**config.mk**
```make
export PLATFORM = sky130hd
export DESIGN_NAME = pulse_swallow_div
export DESIGN_NICKNAME = d
export VERILOG_FILES = /design/src/rtl/psw_pkg.sv /design/src/rtl/psw_cfg_check.sv /design/src/rtl/psw_prescaler.sv /design/src/rtl/psw_ab_counter.sv /design/src/rtl/pulse_swallow_div.sv
export SDC_FILE = /design/constraint.sdc
export NUM_CORES = 1
export LEC_CHECK = 0
export BUFFER_PORTS_ARGS = -buffer_cell sky130_fd_sc_hd__buf_2
export CORE_MARGIN = 3
export CORE_UTILIZATION = 35
export DETAILED_ROUTE_END_ITERATION = 8
export SETUP_SLACK_MARGIN = 0.05
export SKIP_LAST_GASP = 1
export SYNTH_ARGS = -nofsm -noshare
export SYNTH_HDL_FRONTEND = slang
export SYNTH_SLANG_ARGS = --single-unit
```
**constraint.sdc**
```tcl
create_clock -name clk_i -period 2.15 [get_ports clk_i]
set_input_delay 0.5375 -clock clk_i [delete_from_list [all_inputs] [get_ports clk_i]]
set_output_delay 0.5375 -clock clk_i [all_outputs]
set_load 0.05 [all_outputs]
```
**src/rtl/psw_pkg.sv**
```systemverilog
package psw_pkg;
  localparam int unsigned A_W   = 5;
  localparam int unsigned B_W   = 13;
  localparam int unsigned PRE_W = 6;

  typedef enum logic [1:0] {
    PSEL_8   = 2'b00,
    PSEL_16  = 2'b01,
    PSEL_32  = 2'b10,
    PSEL_RSV = 2'b11
  } psel_e;

  // lower modulus P of the selected pair; reserved code falls back to 8
  function automatic logic [PRE_W-1:0] mod_of(input logic [1:0] sel);
    case (psel_e'(sel))
      PSEL_16: mod_of = PRE_W'(16);
      PSEL_32: mod_of = PRE_W'(32);
      default: mod_of = PRE_W'(8);
    endcase
  endfunction
endpackage

```
**src/rtl/psw_cfg_check.sv**
```systemverilog
module psw_cfg_check
  import psw_pkg::*;
#(
  parameter int unsigned A_W   = psw_pkg::A_W,
  parameter int unsigned B_W   = psw_pkg::B_W,
  parameter int unsigned PRE_W = psw_pkg::PRE_W,
  parameter int unsigned MIN_B = 3
) (
  input  logic [A_W-1:0]   a_i,
  input  logic [B_W-1:0]   b_i,
  input  logic [1:0]       psel_i,
  output logic             ok_o,
  output logic [PRE_W-1:0] p_o
);
  localparam int unsigned PAD_W = B_W - A_W;

  logic [B_W-1:0] a_ext;
  assign a_ext = {{PAD_W{1'b0}}, a_i};
  assign ok_o  = (b_i >= a_ext) && (b_i >= B_W'(MIN_B));
  assign p_o   = mod_of(psel_i);
endmodule

```
**src/rtl/psw_prescaler.sv**
```systemverilog
module psw_prescaler #(
  parameter int unsigned PRE_W = 6
) (
  input  logic             clk_i,
  input  logic             rst_ni,
  input  logic             load_i,
  input  logic             load_hi_i,
  input  logic [PRE_W-1:0] load_p_i,
  input  logic             en_i,
  input  logic             next_hi_i,
  output logic             tc_o
);
  logic [PRE_W-1:0] p_q;
  logic [PRE_W-1:0] cnt_q;

  assign tc_o = (cnt_q == '0);

  // counts m-1 .. 0, m being P+1 (hi) or P
  always_ff @(posedge clk_i or negedge rst_ni) begin
    if (!rst_ni) begin
      p_q   <= '0;
      cnt_q <= '0;
    end else if (load_i) begin
      p_q   <= load_p_i;
      cnt_q <= load_hi_i ? load_p_i : load_p_i - 1'b1;
    end else if (en_i) begin
      if (tc_o) cnt_q <= next_hi_i ? p_q : p_q - 1'b1;
      else      cnt_q <= cnt_q - 1'b1;
    end
  end
endmodule

```
**src/rtl/psw_ab_counter.sv**
```systemverilog
module psw_ab_counter #(
  parameter int unsigned A_W = 5,
  parameter int unsigned B_W = 13
) (
  input  logic           clk_i,
  input  logic           rst_ni,
  input  logic           load_i,
  input  logic [A_W-1:0] a_ld_i,
  input  logic [B_W-1:0] b_ld_i,
  input  logic           step_i,
  output logic           a_nz_o,
  output logic           a_gt1_o,
  output logic           b_last_o
);
  logic [A_W-1:0] a_q;
  logic [B_W-1:0] b_q;

  assign a_nz_o   = (a_q != '0);
  assign a_gt1_o  = (a_q > A_W'(1));
  assign b_last_o = (b_q == B_W'(1));

  always_ff @(posedge clk_i or negedge rst_ni) begin
    if (!rst_ni) begin
      a_q <= '0;
      b_q <= '0;
    end else if (load_i) begin
      a_q <= a_ld_i;
      b_q <= b_ld_i;
    end else if (step_i) begin
      b_q <= b_q - 1'b1;
      if (a_nz_o) a_q <= a_q - 1'b1;
    end
  end
endmodule

```
**src/rtl/pulse_swallow_div.sv**
```systemverilog
module pulse_swallow_div
  import psw_pkg::*;
#(
  parameter int unsigned A_W   = psw_pkg::A_W,
  parameter int unsigned B_W   = psw_pkg::B_W,
  parameter int unsigned MIN_B = 3
) (
  input  logic           clk_i,
  input  logic           rst_ni,
  input  logic [A_W-1:0] a_i,
  input  logic [B_W-1:0] b_i,
  input  logic [1:0]     psel_i,
  output logic           pulse_o,
  output logic           swallow_o,
  output logic           cfg_err_o
);
  localparam int unsigned PW = psw_pkg::PRE_W;

  logic          pend_q, err_q, pulse_q;
  logic          cfg_ok;
  logic [PW-1:0] cfg_p;
  logic          pre_tc, a_nz, a_gt1, b_last;
  logic          run, terminal, reload, load, step;

  psw_cfg_check #(.A_W(A_W), .B_W(B_W), .PRE_W(PW), .MIN_B(MIN_B)) i_cfg (
    .a_i(a_i), .b_i(b_i), .psel_i(psel_i), .ok_o(cfg_ok), .p_o(cfg_p)
  );

  assign run      = ~pend_q;
  assign terminal = run & pre_tc & b_last;
  assign reload   = pend_q | terminal;
  assign load     = reload & cfg_ok;
  assign step     = run & pre_tc & ~terminal;

  psw_prescaler #(.PRE_W(PW)) i_pre (
    .clk_i(clk_i), .rst_ni(rst_ni),
    .load_i(load), .load_hi_i(a_i != '0), .load_p_i(cfg_p),
    .en_i(run & ~terminal), .next_hi_i(a_gt1),
    .tc_o(pre_tc)
  );

  psw_ab_counter #(.A_W(A_W), .B_W(B_W)) i_ab (
    .clk_i(clk_i), .rst_ni(rst_ni),
    .load_i(load), .a_ld_i(a_i), .b_ld_i(b_i), .step_i(step),
    .a_nz_o(a_nz), .a_gt1_o(a_gt1), .b_last_o(b_last)
  );

  always_ff @(posedge clk_i or negedge rst_ni) begin
    if (!rst_ni) begin
      pend_q  <= 1'b1;
      err_q   <= 1'b0;
      pulse_q <= 1'b0;
    end else begin
      pulse_q <= terminal;
      if (reload) begin
        pend_q <= ~cfg_ok;
        err_q  <= ~cfg_ok;
      end
    end
  end

  assign pulse_o   = pulse_q;
  assign cfg_err_o = err_q;
  assign swallow_o = run & a_nz;
endmodule

```
==> out/metrics.csv <==
metric,value,unit
synth.net_count,274,
vias,1934,
hpwl,4.048,mm
hold_path.class,in2async,
regArea,754.5,um^2
cts.sinks,30,
worstSetupPathType,reg2reg,
cts_buffer_depth,2,
period_needed,2.076,ns
syn-instance-count,236,
place_congestion,0.7998,
slew_headroom,52.28,%
cp.required,2.31,ns
worstPathMaxFanout,3,
antenna_cells,0,
row_count,28,
grt_max_degree,31,
wl_per_cell,15.25,um
die_x,85.07,um
hold_buffers,0,
numCtsBuffers,5,
initial_core_util,36.53,%
synth_area_per_cell,9.273,um^2
cts_tree,yes,
cts_root_buf,clkbuf_8,
r2r-end,i_ab.a_q[1],
rsz0062_at_grt,true,
fin_nets,324,
status,"finished, final reports clean",
drt_pass1_iterations,4,
whs,0.3102,ns
n_fill_cell,582,
clk_latency,0.28,ns
regToRegStartpoint,i_pre.cnt_q[0],
p_per_area,843.2,nW/um^2
drcViolationCount,0,
utilization,45.36,%
clkTransAtPathRegs,0.07,ns
seq_area_frac_synth,34.36,%
crit_chain,inv_1 -> ha_4 -> or3b_2 -> or3_1 -> nor2_2 -> a211oi_1 -> a211o_1,
antenna_found_initial,0,
grt_pass1_vias,1940,
layout-drive-gt1-share,30.66,%
hold_violations,0,
worstMarginPinSlew,0.7158,ns
yosysTopAreaCell,dfrtp_1,
grt-ovfl-total,0,
ios,25,
r2r_cells,7,
drv_slew,0,
yosysUniqueCellTypes,54,
grt_pass1_wl,9.280,mm
timing.clock.skew,0.005527,ns
ys_ff_latch,30,
startpoint_type,register,
grt.total_usage,15.92,%
synth_warnings,0,
synthesis.area,2188,um^2
core_area,5991,um^2
synth_ff_type,dfrtp_1,
ir_worst_vdd,0.0004805,V
cp.arrival,2.24,ns
r2r_setup_slack,0.07,ns
slowest_stage,or3b_2,
p_leak,1.239,nW
timing.final.crit_share,96.55,%
synth.area.top_cells,"dfrtp_1 33%, ha_1 9.1%, mux2i_1 5.5%",
cp-end-kind,register,
h-tree-depth,2,
vias_per_cell,5.343,
drtIter0Drc,83,
max_freq,481.8,MHz
wl,5.520,mm
multi_input_area,1378,um^2
synth_top_area_share,33.16,%
synth-edff-count,0,
mostFrequentLayoutCells,"27 x dfrtp_1, 27 x buf_4, 23 x buf_2",
path_delay_family,simple AND/OR/NAND/NOR gates,
ant_nets,0,
crit_path_max_incr_delay,0.45,ns
synthToLayoutAreaGrowth,24.19,%
setup_violations,0,
critical_path_buf_inv_count,1,
port_buffers,24,
ys_async_sr_fraction,100.0,%
die_h,85.07,um
design.die.area,7237,um^2
cap_violations,0,
==> registers in the layout, summed over array words and instances (netlist names) <==
name and cells:
i_ab.a_q 5, i_ab.b_q 13, pend_q 1, i_pre.cnt_q 6
pulse_o 1, cfg_err_o 1, i_pre.p_q 3
==> power by group <==
group | switching (W) | total [W] | leakage, nW | internal [W]
combinational | 0.000472 | 0.000990 | 0.854 | 0.000519
sequential | 0.000147 | 0.000833 | 0.337 | 0.000686
clock | 0.000210 | 0.000468 | 0.0482 | 0.000258
==> logic make-up after synthesis <==
family,share of synthesized area (%)
buffers and inverters,6.460
adder cells (fa/ha/maj),9.148
XOR/XNOR,5.203
flip-flops,34.36
AND/OR/NAND/NOR,19.84
AO/OA/AOI/OAI,16.92
multiplexers,8.062
==> layout make-up <==
cell class | instances | area share (%)
Multi-Input combinational cell | 180 | 50.69
Sequential cell | 30 | 27.76
Timing Repair Buffer | 51 | 12.25
Tap cell | 75 | 3.453
Clock buffer | 7 | 3.177
Inverter | 18 | 2.486
Clock inverter | 1 | 0.1842
==> Yosys cell counts, types with 4 or more instances <==
cell type  instances
ha_1              16
nor3_1            10
xnor2_1            9
o211ai_1           5
dfrtp_1           29
a21oi_1           14
a221o_1            4
nor4_1             4
mux2i_1           12
o21ai_0           11
mux2_2             4
xor2_1             4
nand3_1            7
inv_1             18
nand2_1           13
nor2_1            19
==> worst max path at each step <==
| stage | start | to | slack, ns | cells past startpoint |
|---|---|---|---|---|
| CTS | i_ab.a_q[0] | swallow_o | 0.03 | 5 |
| floorplan | a_i[2] | i_pre.cnt_q[5] | 0.07 | 9 |
| global route | i_pre.cnt_q[1] | i_ab.a_q[1] | 0.02 | 7 |
| detailed placement | a_i[4] | i_ab.b_q[3] | -0.08 | 8 |
| finish | i_pre.cnt_q[0] | i_ab.a_q[1] | 0.07 | 7 |
| global placement | a_i[4] | i_ab.b_q[3] | -0.04 | 8 |
==> routing by layer <==
metal | GRT usage, % | wire [um] | vias to the layer above
li1 | - | - | 963
met1 | 22.88 | 2723 | 938
met2 | 24.44 | 2576 | 31
met3 | 3.398 | 192 | 2
met4 | 3.741 | 27 | 0
met5 | 0 | 0 | -
==> through the flow <==
stage | power [W] | setup slack (ns) | area, um^2 | instances | setup TNS, ns
final | 0.002291 | 0.07427 | 2718 | 362 | 0
after global routing | 0.002478 | 0.01897 | 2718 | 362 | 0
after CTS | 0.002193 | 0.02665 | 2620 | 358 | 0
after detailed placement | 0.001699 | -0.07610 | 2509 | 350 | -0.3042
after global placement | 0.001690 | -0.04230 | 2509 | 350 | -0.09177
after floorplan | 0.001394 | 0.06877 | 2188 | 236 | 0
==> timing repair <==
action,4_1_cts,5_1_grt
endpoints found under the setup margin,4,13
buffers inserted,0,3
resized for setup,5,16
pin swaps,0,2
gates cloned,0,1
(Power assumes the default switching activity.)
